### src/rtl/reloc_pkg.sv
package reloc_pkg;
  typedef enum logic {
    SEL_RELOC = 1'b0,
    SEL_BOUND = 1'b1
  } cfg_sel_e;
endpackage

### src/rtl/reloc_regs.sv
module reloc_regs
  import reloc_pkg::*;
#(
  parameter int LA_W = 8,
  parameter int PA_W = 10
) (
  input  logic            clk,
  input  logic            rst,
  input  logic            priv_i,
  input  logic            cfg_we_i,
  input  logic            cfg_sel_i,
  input  logic [PA_W-1:0] cfg_data_i,
  output logic [PA_W-1:0] reloc_o,
  output logic [LA_W-1:0] bound_o,
  output logic            priv_err_o
);
  cfg_sel_e sel;
  assign sel = cfg_sel_e'(cfg_sel_i);

  always_ff @(posedge clk) begin
    if (rst) begin
      reloc_o    <= '0;
      bound_o    <= '1;
      priv_err_o <= 1'b0;
    end else begin
      priv_err_o <= cfg_we_i & ~priv_i;
      if (cfg_we_i && priv_i) begin
        if (sel == SEL_RELOC) reloc_o <= cfg_data_i;
        else                  bound_o <= cfg_data_i[LA_W-1:0];
      end
    end
  end

  AST_USER_WRITE_KEEPS: assert property (@(posedge clk) disable iff (rst)
    (cfg_we_i && !priv_i) |=> ($stable(reloc_o) && $stable(bound_o)));
  AST_USER_WRITE_FLAGS: assert property (@(posedge clk) disable iff (rst)
    (cfg_we_i && !priv_i) |=> priv_err_o);
  AST_PRIV_WRITE_QUIET: assert property (@(posedge clk) disable iff (rst)
    (cfg_we_i && priv_i) |=> !priv_err_o);
endmodule

### src/rtl/reloc_check.sv
module reloc_check #(
  parameter int LA_W = 8,
  parameter int PA_W = 10
) (
  input  logic [LA_W-1:0] laddr_i,
  input  logic [PA_W-1:0] reloc_i,
  input  logic [LA_W-1:0] bound_i,
  output logic            grant_o,
  output logic [PA_W-1:0] paddr_o
);
  localparam int SUM_W = PA_W + 1;

  logic [SUM_W-1:0] addr_ext;
  logic [SUM_W-1:0] sum;
  logic             in_bound;
  logic             carry;

  always_comb begin
    addr_ext = SUM_W'(laddr_i);
    sum      = addr_ext + SUM_W'(reloc_i);
    carry    = sum[PA_W];
    in_bound = (laddr_i <= bound_i);
    grant_o  = in_bound & ~carry;
    paddr_o  = sum[PA_W-1:0];
  end
endmodule

### src/rtl/reloc_unit.sv
module reloc_unit #(
  parameter int LA_W = 8,
  parameter int PA_W = 10
) (
  input  logic            clk,
  input  logic            rst,
  input  logic            priv_i,
  input  logic            cfg_we_i,
  input  logic            cfg_sel_i,
  input  logic [PA_W-1:0] cfg_data_i,
  input  logic            req_valid_i,
  input  logic            req_wr_i,
  input  logic [LA_W-1:0] req_addr_i,
  output logic            mem_valid_o,
  output logic            mem_wr_o,
  output logic [PA_W-1:0] mem_addr_o,
  output logic            fault_o,
  output logic            priv_err_o
);
  logic [PA_W-1:0] reloc_q;
  logic [LA_W-1:0] bound_q;
  logic            grant;
  logic [PA_W-1:0] paddr;

  reloc_regs #(.LA_W(LA_W), .PA_W(PA_W)) u_regs (
    .clk        (clk),
    .rst        (rst),
    .priv_i     (priv_i),
    .cfg_we_i   (cfg_we_i),
    .cfg_sel_i  (cfg_sel_i),
    .cfg_data_i (cfg_data_i),
    .reloc_o    (reloc_q),
    .bound_o    (bound_q),
    .priv_err_o (priv_err_o)
  );

  reloc_check #(.LA_W(LA_W), .PA_W(PA_W)) u_check (
    .laddr_i (req_addr_i),
    .reloc_i (reloc_q),
    .bound_i (bound_q),
    .grant_o (grant),
    .paddr_o (paddr)
  );

  always_ff @(posedge clk) begin
    if (rst) begin
      mem_valid_o <= 1'b0;
      mem_wr_o    <= 1'b0;
      mem_addr_o  <= '0;
      fault_o     <= 1'b0;
    end else begin
      mem_valid_o <= req_valid_i & grant;
      fault_o     <= req_valid_i & ~grant;
      if (req_valid_i && grant) begin
        mem_addr_o <= paddr;
        mem_wr_o   <= req_wr_i;
      end
    end
  end

  AST_RESP_EXCLUSIVE: assert property (@(posedge clk) disable iff (rst)
    !(mem_valid_o && fault_o));
  AST_ONE_RESPONSE: assert property (@(posedge clk) disable iff (rst)
    req_valid_i |=> (mem_valid_o || fault_o));
  AST_NO_SPURIOUS: assert property (@(posedge clk) disable iff (rst)
    !req_valid_i |=> (!mem_valid_o && !fault_o));
  AST_BOUND_HONOURED: assert property (@(posedge clk) disable iff (rst)
    mem_valid_o |-> ($past(req_addr_i) <= $past(bound_q)));
  AST_RELOCATED: assert property (@(posedge clk) disable iff (rst)
    mem_valid_o |-> (mem_addr_o == PA_W'($past(req_addr_i)) + $past(reloc_q)));
endmodule

### config.mk
export PLATFORM = sky130hd
export DESIGN_NAME = reloc_unit
export DESIGN_NICKNAME = d
export VERILOG_FILES = /design/src/rtl/reloc_pkg.sv /design/src/rtl/reloc_regs.sv /design/src/rtl/reloc_check.sv /design/src/rtl/reloc_unit.sv
export SDC_FILE = /design/constraint.sdc
export NUM_CORES = 1
export LEC_CHECK = 0
export CORE_MARGIN = 4
export CORE_UTILIZATION = 48
export CTS_BUF_LIST = sky130_fd_sc_hd__clkbuf_8 sky130_fd_sc_hd__clkbuf_16
export CTS_CLUSTER_SIZE = 14
export DETAILED_ROUTE_END_ITERATION = 6
export PLACE_DENSITY = 0.74
export SETUP_SLACK_MARGIN = 0.4
export SLEW_MARGIN = 20
export SYNTH_ARGS = -nofsm -noshare
export SYNTH_HDL_FRONTEND = slang
export SYNTH_SLANG_ARGS = --single-unit
### constraint.sdc
create_clock -name clk -period 2.9 [get_ports clk]
set_clock_uncertainty 0.05 [all_clocks]
set_input_delay 0.58 -clock clk [delete_from_list [all_inputs] [get_ports clk]]
set_output_delay 0.58 -clock clk [all_outputs]
set_load 0.05 [all_outputs]
==> results.txt <==
39 I/O pins were placed. The number of setup violations in the final report came out at 0. The arrival time of the worst setup path came out at 2.60 ns. The global placer's final weighted congestion is 0.824. The routed wire length is 4020 um.

The iteration-0 DRC count of the detailed router is 71. In this run the critical register-to-register path is captured at mem_addr_o[4]$_SDFFE_PP0P_. In the routed design, unresolved DRC markers number 0.

Dividing total power by cell area gives a power density of 454 nW/um2. The count of inserted antenna diode cells is 0. The post-detailed-placement cell area came out at 2130 um2. The first global-routing pass estimated 6760 um of wire. The post-layout minimum cycle time came out at 2.47 ns. Once detailed placement completed, the half-perimeter wirelength came to 3060 um. The portion of total power attributed to sequential cells came out at 45.3%. The final net count came out at 286.

The level count of the clock H-tree is 2. The clock passes through at most 2 buffers. The remaining number of nets flagged by the antenna check after routing came out at 0. The delay of the slowest cell on the worst path came out at 0.44 ns. The synthesized area per cell came out at 8.75 um2. The number of hold violations in the final report came out at 0. The number of cells produced by synthesis is 193.

The critical path in this run is classified as in -> reg. Setup repair after global routing left no endpoint under its margin. The run finished with clean final reports. After synthesis, the most frequently instantiated cells are sky130_fd_sc_hd__dfxtp_1 (32), sky130_fd_sc_hd__nand2_1 (26), sky130_fd_sc_hd__nor2_1 (24). Global routing consumed, over all layers together, 20.0% of the routing resources.

The total negative slack is 0 ns. The floorplan has 21 rows. The count of input and output buffers is 38. The cell total after placement came out at 275.

In this run the worst path has a maximum fanout of 6. The headroom to the max-slew limit came out at 44.5%. For this run, the leading register cell type out of synthesis is sky130_fd_sc_hd__dfxtp_1.

The clock network is responsible for 30.2% of the overall power. sky130_fd_sc_hd__dfxtp_1 takes more of the synthesized area than any other cell. The aggregate global routing overflow came out at 0. The flop-to-flop setup slack is 0.65 ns. Once the floorplan was initialized, standard cells occupied 50.2% of the core. In this run, CTS created clock tree buffers numbering 5.

The net switching power is 310 uW. The peak ir drop on the vdd network is 362 uV. The static leakage is 0.00103 uW. The number of maximum-capacitance violations came out at 0. The overall die area is 4530 um2. The maximum clock frequency is 404 MHz. The area fraction of the dominant cell type after synthesis is 37.9%.

After synthesis, the share of flip-flops with an asynchronous set or reset is 0%. The proportion of power drawn by combinational gates came out at 24.5%. By area the synthesized netlist is led by sky130_fd_sc_hd__dfxtp_1 (38%), sky130_fd_sc_hd__ha_1 (12%), sky130_fd_sc_hd__mux2i_1 (6.5%), sky130_fd_sc_hd__nand2_1 (5.8%), sky130_fd_sc_hd__a21oi_1 (5.6%). After detailed routing, the number of vias per cell comes to 5.29. The detailed router placed 1533 vias in this run.

After clock tree synthesis, the clock-pin slew on the worst setup and hold paths is 0.06 ns. The number of global-route vias before repair came to 1501. The min-delay analysis places its worst path in the category reg -> reg. The post-detailed-route wirelength per cell is 13.8 um.

The clock latency reported for the late side of the worst-skew pair came out at 0.28 ns. The x dimension of the die came out at 67.3 um. The endpoint required time on the critical path is 3.03 ns. The number of warning messages in the yosys log came out at 0.

The first detailed-routing pass took 4 iterations. The TritonCTS clock tree is yes. The nature of the critical path startpoint is an input port.

The tree is rooted in a sky130_fd_sc_hd__clkbuf_8. The area inside the core boundary came out at 3360 um2. The internal power component came out at 740 uW. Dividing the final minimum period by the clock period gives 85.3%. Entering global routing, the biggest net connects 24 pins.

The sequential-to-total area share from yosys stat is 37.9%. The most critical setup path has its endpoint at mem_addr_o[6]$_SDFFE_PP0P_. The critical path starts at req_addr_i[7]. The number of pins with negative max-slew slack in the final report came to 0.

The area growth from synthesis to layout is 36.8%. The net count after synthesis is 235. The die extent in y is 67.3 um.

The number of antenna violations at the first check in global routing is 0. The number of enable flip-flop cells after synthesis came out at 0. The area of the mapped netlist came out at 1690 um2. The number of cells on the worst reg-to-reg path is 9.

The critical path goes through clkdlybuf4s50_1 > ha_1 > o21ai_0 > o21ai_1 > o2111ai_2 > nand4b_4 > buf_4 > mux2i_1 > nor2_1. The total power of the final layout came out at 1050 uW. The synthesized design contains 32 register bits. Excluding fillers, the count of instances in the completed layout stands at 290. The cell at the slowest stage of the critical path is sky130_fd_sc_hd__clkdlybuf4s50_1.

The worst flop-to-flop path startpoint is u_regs.reloc_o[0]$_SDFFE_PP0P_. For the pin with the worst max-slew slack, the measured transition is 0.830 ns. The ratio of cells with drive above 1 in the final layout is 11.9%.

The unique cell type count in the Yosys netlist came out at 35. The worst setup path is captured at a flop. Once layout is complete, the utilization of the core stands at 68.7%. The cell with the most instances after synthesis is sky130_fd_sc_hd__dfxtp_1. The switching power as a share of total power is 29.5%.

The total number of clock tree sinks came out at 32. The final standard cell area without fillers came out at 2310 um2.
worst max-delay path, delay by kind of cell:
family,cells,cell delay [ns]
AND/OR/NAND/NOR,2,0.21
adder cells (fa/ha/maj),1,0.39
AO/OA/AOI/OAI,3,0.61
buffers and inverters,2,0.62
multiplexers,1,0.20
cell families after synthesis:
logic type	share of synthesized area, %
xor+xnor	4.15
mux	6.52
buf+inv	4.67
compound gates	17.2
simple gates	16.5
fa+ha+maj	13.0
flops	37.9
state kept, by name (all words and copies together), names as in the netlist:
| register | count |
|---|---|
| fault_o | 1 |
| mem_addr_o | 10 |
| u_regs.reloc_o | 10 |
| mem_valid_o | 1 |
| u_regs.bound_o | 8 |
| mem_wr_o | 1 |
| u_regs.priv_err_o | 1 |
layout make-up:
| class | count | area (um2) |
|---|---|---|
| Sequential cell | 32 | 641 |
| Clock buffer | 5 | 68.8 |
| Fill cell | 281 | 1050 |
| Multi-Input combinational cell | 142 | 1000 |
| Clock inverter | 2 | 8.76 |
| Timing Repair Buffer | 51 | 487 |
| Tap cell | 46 | 57.6 |
| Inverter | 12 | 45.0 |
cells in the final DEF, fill, tap and decap left out, types with 2 or more instances in the layout:
cell type | netlist | final
sky130_fd_sc_hd__a211o_1 | 8 | 8
sky130_fd_sc_hd__a21oi_1 | 19 | 19
sky130_fd_sc_hd__buf_4 | 0 | 12
sky130_fd_sc_hd__clkbuf_8 | 0 | 5
sky130_fd_sc_hd__clkdlybuf4s50_1 | 0 | 35
sky130_fd_sc_hd__dfxtp_1 | 32 | 32
sky130_fd_sc_hd__ha_1 | 16 | 14
sky130_fd_sc_hd__inv_1 | 12 | 13
sky130_fd_sc_hd__mux2i_1 | 11 | 11
sky130_fd_sc_hd__nand2_1 | 26 | 26
sky130_fd_sc_hd__nand4_1 | 2 | 2
sky130_fd_sc_hd__nor2_1 | 24 | 24
sky130_fd_sc_hd__nor2b_1 | 2 | 2
sky130_fd_sc_hd__o211ai_1 | 2 | 2
sky130_fd_sc_hd__o21ai_0 | 3 | 2
sky130_fd_sc_hd__o21ai_1 | 2 | 2
sky130_fd_sc_hd__o22ai_1 | 2 | 2
sky130_fd_sc_hd__xnor2_1 | 7 | 7
worst min path at each step:
stage	depth (start not counted)	end	start	slack, ns
6_report	2	u_regs.reloc_o[3]$_SDFFE_PP0P_	u_regs.reloc_o[3]$_SDFFE_PP0P_	0.42
5_1_grt	2	u_regs.reloc_o[5]$_SDFFE_PP0P_	u_regs.reloc_o[5]$_SDFFE_PP0P_	0.44
4_1_cts	2	u_regs.reloc_o[5]$_SDFFE_PP0P_	u_regs.reloc_o[5]$_SDFFE_PP0P_	0.42
3_5_place_dp	2	u_regs.reloc_o[5]$_SDFFE_PP0P_	u_regs.reloc_o[5]$_SDFFE_PP0P_	0.41
3_3_place_gp	2	u_regs.reloc_o[3]$_SDFFE_PP0P_	u_regs.reloc_o[3]$_SDFFE_PP0P_	0.40
2_1_floorplan	2	u_regs.reloc_o[0]$_SDFFE_PP0P_	u_regs.reloc_o[0]$_SDFFE_PP0P_	0.39
metrics by stage:
stage	worst slack (ns)	hold slack, ns
3_5_place_dp	-0.182	0.413
6_report	0.428	0.419
5_1_grt	0.374	0.439
3_3_place_gp	-0.111	0.405
2_1_floorplan	0.463	0.390
4_1_cts	0.472	0.421
power by group through the flow:
stage                     combinational [uW]  clock, uW  sequential [uW]
after floorplan                          106          0              529
after global placement                   234          0              484
after detailed placement                 242          0              485
after CTS                                252        318              476
after global routing                     279        343              478
final                                    257        317              475
per-layer routing:
layer,track usage [%],vias to the layer above,share of wire [%],routed length (um)
met5,0,-,0,0
met4,9.11,0,2.7,108
met3,6.32,14,5.1,206
met2,33.6,51,48,1940
met1,23.0,705,44,1760
li1,-,763,-,-
timing repair:
item	CTS	global route
setup buffers	6	2
endpoints found under the setup margin	12	11
hold buffers	0	0
gates resized for setup	6	7
pin swaps	5	6
gates cloned	0	0
(Power assumes the default switching activity.)
